### src/rtl/mw_eeprom_ctl.sv
module mw_eeprom_ctl #(
  parameter int EE_AW       = 7,
  parameter int MEM_AW      = 9,
  parameter int SK_DIV      = 4,
  parameter int CLKS_PER_MS = 25000,
  parameter int TIMEOUT_MS  = 30
) (
  input  logic              clk,
  input  logic              rst_n,
  output logic              eecs,
  output logic              eesk,
  output logic              eedi,
  input  logic              eedo,
  output logic              link_hold,
  input  logic              cmd_wr,
  input  logic              cmd_start,
  input  logic [2:0]        cmd_op,
  input  logic [EE_AW-1:0]  cmd_addr,
  input  logic              data_wr,
  input  logic [7:0]        data_wdata,
  output logic [7:0]        data_q,
  output logic              busy,
  output logic              timeout,
  input  logic [MEM_AW-1:0] mem_raddr,
  output logic [7:0]        mem_rdata
);
  localparam int HW  = 3 + EE_AW;
  localparam int FW  = HW + 8;
  localparam int NW  = $clog2(FW + 1);
  localparam int DW  = $clog2(SK_DIV);
  localparam int TMO = CLKS_PER_MS * TIMEOUT_MS;
  localparam int TW  = $clog2(TMO);

  typedef enum logic [1:0] {S_IDLE, S_SHIFT, S_GAP, S_POLL} st_t;

  st_t              st;
  logic             boot, sig, rd, wt, sk, cs;
  logic [EE_AW-1:0] baddr;
  logic [FW-1:0]    sreg;
  logic [NW-1:0]    nleft;
  logic [DW-1:0]    div;
  logic [TW-1:0]    tcnt;
  logic [7:0]       rx;
  logic [7:0]       mem [2**MEM_AW];

  function automatic logic [FW-1:0] frame(input logic [2:0] op, input logic [EE_AW-1:0] a,
                                          input logic [7:0] d);
    logic [EE_AW-3:0] z;
    z = '0;
    case (op)
      3'd0:    frame = {3'b110, a, 8'h00};
      3'd1:    frame = {3'b101, a, d};
      3'd2:    frame = {3'b111, a, 8'h00};
      3'd3:    frame = {3'b100, 2'b11, z, 8'h00};
      3'd4:    frame = {3'b100, 2'b00, z, 8'h00};
      3'd5:    frame = {3'b100, 2'b10, z, 8'h00};
      default: frame = {3'b100, 2'b01, z, d};
    endcase
  endfunction

  logic             go, gap_end, done, mem_we;
  logic [2:0]       sel_op;
  logic [EE_AW-1:0] sel_a;

  assign busy      = boot || (st != S_IDLE);
  assign link_hold = boot;
  assign eecs      = cs;
  assign eesk      = sk;
  assign eedi      = cs & sreg[FW-1];
  assign go        = !busy && cmd_wr && cmd_start && (cmd_op != 3'd7);
  assign sel_op    = boot ? 3'd0 : cmd_op;
  assign sel_a     = boot ? baddr : cmd_addr;
  assign gap_end   = (st == S_GAP) && (div == DW'(SK_DIV - 1));
  assign done      = (gap_end && !wt) || ((st == S_POLL) && (eedo || tcnt == TW'(TMO - 1)));
  assign mem_we    = done && boot && (!sig || rx == 8'hA5);

  always_ff @(posedge clk or negedge rst_n) begin
    if (!rst_n) begin
      st <= S_IDLE; boot <= 1'b1; sig <= 1'b1; baddr <= '0;
      rd <= 1'b0; wt <= 1'b0; sk <= 1'b0; cs <= 1'b0;
      sreg <= '0; nleft <= '0; div <= '0; tcnt <= '0; rx <= '0;
      data_q <= '0; timeout <= 1'b0;
    end else begin
      case (st)
        S_IDLE: if (boot || go) begin
          sreg  <= frame(sel_op, sel_a, data_q);
          nleft <= (sel_op == 3'd0 || sel_op == 3'd1 || sel_op == 3'd6) ? NW'(FW) : NW'(HW);
          rd    <= (sel_op == 3'd0);
          wt    <= (sel_op == 3'd1 || sel_op == 3'd2 || sel_op == 3'd5 || sel_op == 3'd6);
          cs    <= 1'b1;
          sk    <= 1'b0;
          div   <= '0;
          st    <= S_SHIFT;
          if (go) timeout <= 1'b0;
        end
        S_SHIFT: if (div == DW'(SK_DIV - 1)) begin
          div <= '0;
          if (!sk) begin
            sk <= 1'b1;
            if (rd && nleft <= NW'(8)) rx <= {rx[6:0], eedo};
          end else begin
            sk    <= 1'b0;
            sreg  <= sreg << 1;
            nleft <= nleft - 1'b1;
            if (nleft == NW'(1)) begin
              cs <= 1'b0;
              st <= S_GAP;
            end
          end
        end else div <= div + 1'b1;
        S_GAP: if (gap_end) begin
          div <= '0;
          if (wt) begin
            cs   <= 1'b1;
            tcnt <= '0;
            st   <= S_POLL;
          end
        end else div <= div + 1'b1;
        S_POLL: if (!done) tcnt <= tcnt + 1'b1;
        else begin
          cs      <= 1'b0;
          timeout <= !eedo;
        end
        default: st <= S_IDLE;
      endcase
      if (done) begin
        st <= S_IDLE;
        if (boot) begin
          if (sig && rx != 8'hA5) boot <= 1'b0;
          else begin
            sig <= 1'b0;
            if (&baddr) boot <= 1'b0;
            else baddr <= baddr + 1'b1;
          end
        end else if (rd) data_q <= rx;
      end
      if (!busy && data_wr) data_q <= data_wdata;
    end
  end

  always_ff @(posedge clk) begin
    if (mem_we) mem[MEM_AW'(baddr)] <= rx;
    mem_rdata <= mem[mem_raddr];
  end

  p_hold_stays_low_r1: assert property (@(posedge clk) disable iff (!rst_n)
    !link_hold |=> !link_hold);
  p_pins_quiet_r5: assert property (@(posedge clk) disable iff (!rst_n)
    !busy |-> (!eecs && !eesk));
  p_sk_needs_cs_r5: assert property (@(posedge clk) disable iff (!rst_n)
    !eecs |-> !eesk);
  p_start_needs_go_r6: assert property (@(posedge clk) disable iff (!rst_n)
    (!link_hold && $rose(busy)) |-> $past(cmd_wr && cmd_start && !busy));
  p_timeout_from_poll_r11: assert property (@(posedge clk) disable iff (!rst_n)
    $rose(timeout) |-> ($past(eecs) && !eecs && !busy));
  p_timeout_clear_r11: assert property (@(posedge clk) disable iff (!rst_n)
    $rose(busy) |-> !timeout);
endmodule

### config.mk
export PLATFORM = sky130hd
export DESIGN_NAME = mw_eeprom_ctl
export DESIGN_NICKNAME = d
export VERILOG_FILES = /design/src/rtl/mw_eeprom_ctl.sv
export SDC_FILE = /design/constraint.sdc
export NUM_CORES = 1
export LEC_CHECK = 0
export ABC_CLOCK_PERIOD_IN_PS = 7300
export BUFFER_PORTS_ARGS = -buffer_cell sky130_fd_sc_hd__buf_2
export CORE_AREA = 3 3 354 444
export CTS_BUF_LIST = sky130_fd_sc_hd__clkbuf_8
export DETAILED_ROUTE_END_ITERATION = 10
export DIE_AREA = 0 0 357 447
export SETUP_SLACK_MARGIN = 0.05
export SYNTH_ARGS = -nofsm -noshare
export SYNTH_HDL_FRONTEND = slang
export SYNTH_SLANG_ARGS = --single-unit
### constraint.sdc
create_clock -name clk -period 7.3 [get_ports clk]
set_clock_uncertainty 0.2 [all_clocks]
set_input_delay 0.73 -clock clk [delete_from_list [all_inputs] [get_ports clk]]
set_output_delay 0.73 -clock clk [all_outputs]
set_load 0.03 [all_outputs]
==> flow_summary.json <==
{
  "fin_crit_sh": 0.671,
  "cts_setup_buffers": 0,
  "cts.reportedPaths.clkPinSlew_ns": 0.06,
  "max_freq_mhz": 204,
  "ant_nets": 0,
  "design.portCount": 55,
  "grt_util_all_layers": 0.136,
  "reg2regPathDepth": 6,
  "first_iter_violations": 1873,
  "area_growth_syn_to_layout_pct": 13.2,
  "yosysWarningCount": 0,
  "routed_wl_mm": 110,
  "worst_setup_path_end_kind": "flop",
  "powerDensity_nw_per_um2": 250,
  "grt_pass1_vias": 24300,
  "clockBufferDepth": 3,
  "cp_max_fo": 16,
  "p_leak_nw": 16.3,
  "final_nets": 2883,
  "rrSetupSlack_ns": 2.40,
  "crit_required_ns": 7.56,
  "ys_types": 63,
  "cp-start-kind": "flop",
  "dpl_cell_area_um2": 47000,
  "worstPathCellList": "or4b_1 > or4_1 > o21ai_1 > and3_1 > nand3b_1 > nor2_1",
  "vias": 24100,
  "reg2reg_to": "mem[10][6]",
  "antenna_found_initial": 8,
  "synth-seq-cells": 1109,
  "syn_avg_cell_area_um2": 16.4,
  "reg2reg_from": "tcnt[11]",
  "crit_buf_inv": 0,
  "drt-pass1-iter-count": 6,
  "synthFlopType": "edfxtp_1",
  "critPathMaxStageDelay_ns": 1.00,
  "grt_pass1_wl_mm": 161,
  "synth-edff-count": 1024,
  "dp_hpwl_mm": 66.1,
  "place_congestion": 0.832,
  "viasPerCell": 4.82,
  "cts_made_buffers": 175,
  "setup_tns_ns": 0,
  "async_flop_share": 0.0694,
  "wire_per_inst_um": 21.9,
  "path_delay_family": "simple AND/OR/NAND/NOR gates",
  "post_cts_resized": 0,
  "die_h_um": 447,
  "clkSinkCount": 1109,
  "final_hold_viol_count": 0,
  "htree_num_levels": 4,
  "rows": 161,
  "ir_drop_mv": 0.206,
  "min_to": "sreg[8]",
  "cts_root_buf": "clkbuf_8",
  "tightest_slew_ns": 1.16,
  "start_util": 0.289,
  "port_buffers": 52,
  "grt_remaining_overflow": 0,
  "core-area_um2": 154000,
  "synth_nets": 2758,
  "status": "finished, final reports clean",
  "cap_violations": 0,
  "cp.arrival_ns": 5.16,
  "cp_slowest_cell": "nor2_1",
  "relSlewSlack": 0.216,
  "drc_errors": 0,
  "finalSetupViolations": 0,
  "fin_area_um2": 50200,
  "worstHoldPathCells": 5,
  "die-area_um2": 160000,
  "drive_above_1_share": 0.162,
  "hp-start": "cmd_addr[0]",
  "clock_latency_ns": 0.88,
  "syn-cell-area_um2": 44300,
  "grt_max_degree": 140,
  "hold_buffers": 10,
  "ys_seq_area_frac": 0.741,
  "fillers": 14900,
  "final_max_slew_viol_count": 0,
  "seqCellArea_um2": 32900,
  "syn_inst": 2708,
  "period_needed_ns": 4.90,
  "die_x_um": 357,
  "cts_tree": "built",
  "rsz0062_at_grt": "no",
  "finalPower_w": 0.0125,
  "multi_input_area_um2": 10900,
  "worstHoldPathType": "input port to flop",
  "crit_type": "flop to flop"
}
==> metrics by stage <==
step                worst slack (ns)  instances  hold slack (ns)   util
detailed placement              2.42       4683            0.274  0.306
CTS                             2.36       4991           0.0387  0.327
global route                    2.30       4993            0.117  0.327
floorplan                       2.87       2708            0.234      -
finish                          2.40       4996            0.128  0.327
global placement                2.50       4683            0.268  0.306
==> flip-flops by register name (all words and copies together) (netlist names) <==
| name | flops |
|---|---|
| baddr | 7 |
| data_q | 8 |
| div | 2 |
| eecs | 1 |
| eesk | 1 |
| link_hold | 1 |
| mem | 1024 |
| mem_rdata | 8 |
| nleft | 5 |
| rd | 1 |
| rx | 8 |
| sig | 1 |
| sreg | 18 |
| st | 2 |
| tcnt | 20 |
| timeout | 1 |
| wt | 1 |
==> kinds of logic after synthesis <==
group           after synthesis  synth area share
simple gates                517            0.0580
fa+ha+maj                    17           0.00480
mux                         494             0.116
buf+inv                     175            0.0152
compound gates              377            0.0612
flops                      1109             0.741
xor+xnor                     19           0.00375
==> layout make-up <==
| type | count | share of cell area |
|---|---|---|
| Clock inverter | 121 | 0.0123 |
| Clock buffer | 177 | 0.0486 |
| Antenna cell | 5 | 0.000249 |
| Sequential cell | 1109 | 0.655 |
| Multi-Input combinational cell | 1424 | 0.217 |
| Inverter | 22 | 0.00165 |
| Tap cell | 2037 | 0.0508 |
| Timing Repair Buffer | 101 | 0.0145 |
==> cells in the mapped netlist (16+ instances only) <==
cell type | instances | share of area
buf_1 | 19 | 0.0016
nor2b_1 | 52 | 0.0073
ha_1 | 17 | 0.0048
nor3_1 | 17 | 0.0019
nor4_1 | 60 | 0.0085
mux2_2 | 157 | 0.040
mux2i_1 | 337 | 0.076
a211oi_1 | 45 | 0.0076
o2bb2ai_1 | 28 | 0.0055
a22oi_1 | 44 | 0.0075
nand3_1 | 17 | 0.0019
nand4_1 | 50 | 0.0071
nand2_1 | 93 | 0.0079
clkbuf_1 | 124 | 0.011
xnor2_1 | 16 | 0.0032
o22ai_1 | 61 | 0.0086
a22o_1 | 84 | 0.017
a21oi_1 | 42 | 0.0047
o21ai_0 | 39 | 0.0044
dfrtp_1 | 75 | 0.042
nor2_1 | 180 | 0.015
edfxtp_1 | 1024 | 0.69
inv_1 | 21 | 0.0018
==> worst min-delay path, stage by stage <==
cell and delay, ns:
buf_2 0.09, mux2i_1 0.06, nor2_1 0.09, a21oi_1 0.04, o21ai_0 0.13
==> worst max path at each step <==
stage / startpoint / endpoint / slack [ns] / cells after the start
after global routing: tcnt[11] / mem[18][0] / 2.30 / 6
after detailed placement: tcnt[11] / mem[25][0] / 2.42 / 6
after floorplan: rx[5] / mem[64][0] / 2.87 / 7
after global placement: tcnt[11] / mem[28][1] / 2.50 / 6
after CTS: tcnt[11] / mem[24][4] / 2.36 / 6
final: tcnt[11] / mem[10][6] / 2.40 / 6
==> cell usage in the layout, fill, tap and decap left out, types with 5 or more instances in the layout <==
cell | Yosys | routed
a211oi_1 | 45 | 45
a21oi_1 | 42 | 42
a22o_1 | 84 | 84
a22oi_1 | 44 | 44
and3_1 | 7 | 7
and4_1 | 6 | 6
buf_12 | 0 | 5
buf_2 | 9 | 50
buf_4 | 0 | 35
clkbuf_8 | 0 | 177
clkinv_1 | 1 | 28
clkinv_2 | 0 | 15
clkinv_8 | 0 | 5
dfrtp_1 | 75 | 67
dfrtp_4 | 0 | 8
dfxtp_1 | 8 | 8
diode_2 | 0 | 5
dlygate4sd3_1 | 0 | 10
edfxtp_1 | 1024 | 1024
ha_1 | 17 | 17
inv_1 | 21 | 85
mux2_2 | 157 | 157
mux2i_1 | 337 | 337
nand2_1 | 93 | 93
nand2b_1 | 10 | 10
nand3_1 | 17 | 17
nand4_1 | 50 | 50
nand4b_1 | 5 | 5
nor2_1 | 180 | 174
nor2b_1 | 52 | 52
nor3_1 | 17 | 13
nor4_1 | 60 | 60
o21ai_0 | 39 | 39
o22ai_1 | 61 | 61
o2bb2ai_1 | 28 | 28
o31ai_1 | 5 | 5
xnor2_1 | 16 | 16
==> where the power goes <==
group          internal [W]  switching [W]  leakage [nW]
Combinational      0.000279       0.000547          4.53
Clock               0.00227        0.00241          1.80
Sequential          0.00695      0.0000819          9.94
==> routing by layer <==
metal / part of all wire / vias to the layer above / global-route usage
met3: 0.055 / 219 / 0.0264
met2: 0.50 / 712 / 0.230
met4: 0.039 / 0 / 0.0597
li1: - / 10900 / -
met5: 0 / - / 0
met1: 0.41 / 12200 / 0.168
No activity file was read; power rests on OpenSTA's default activity.
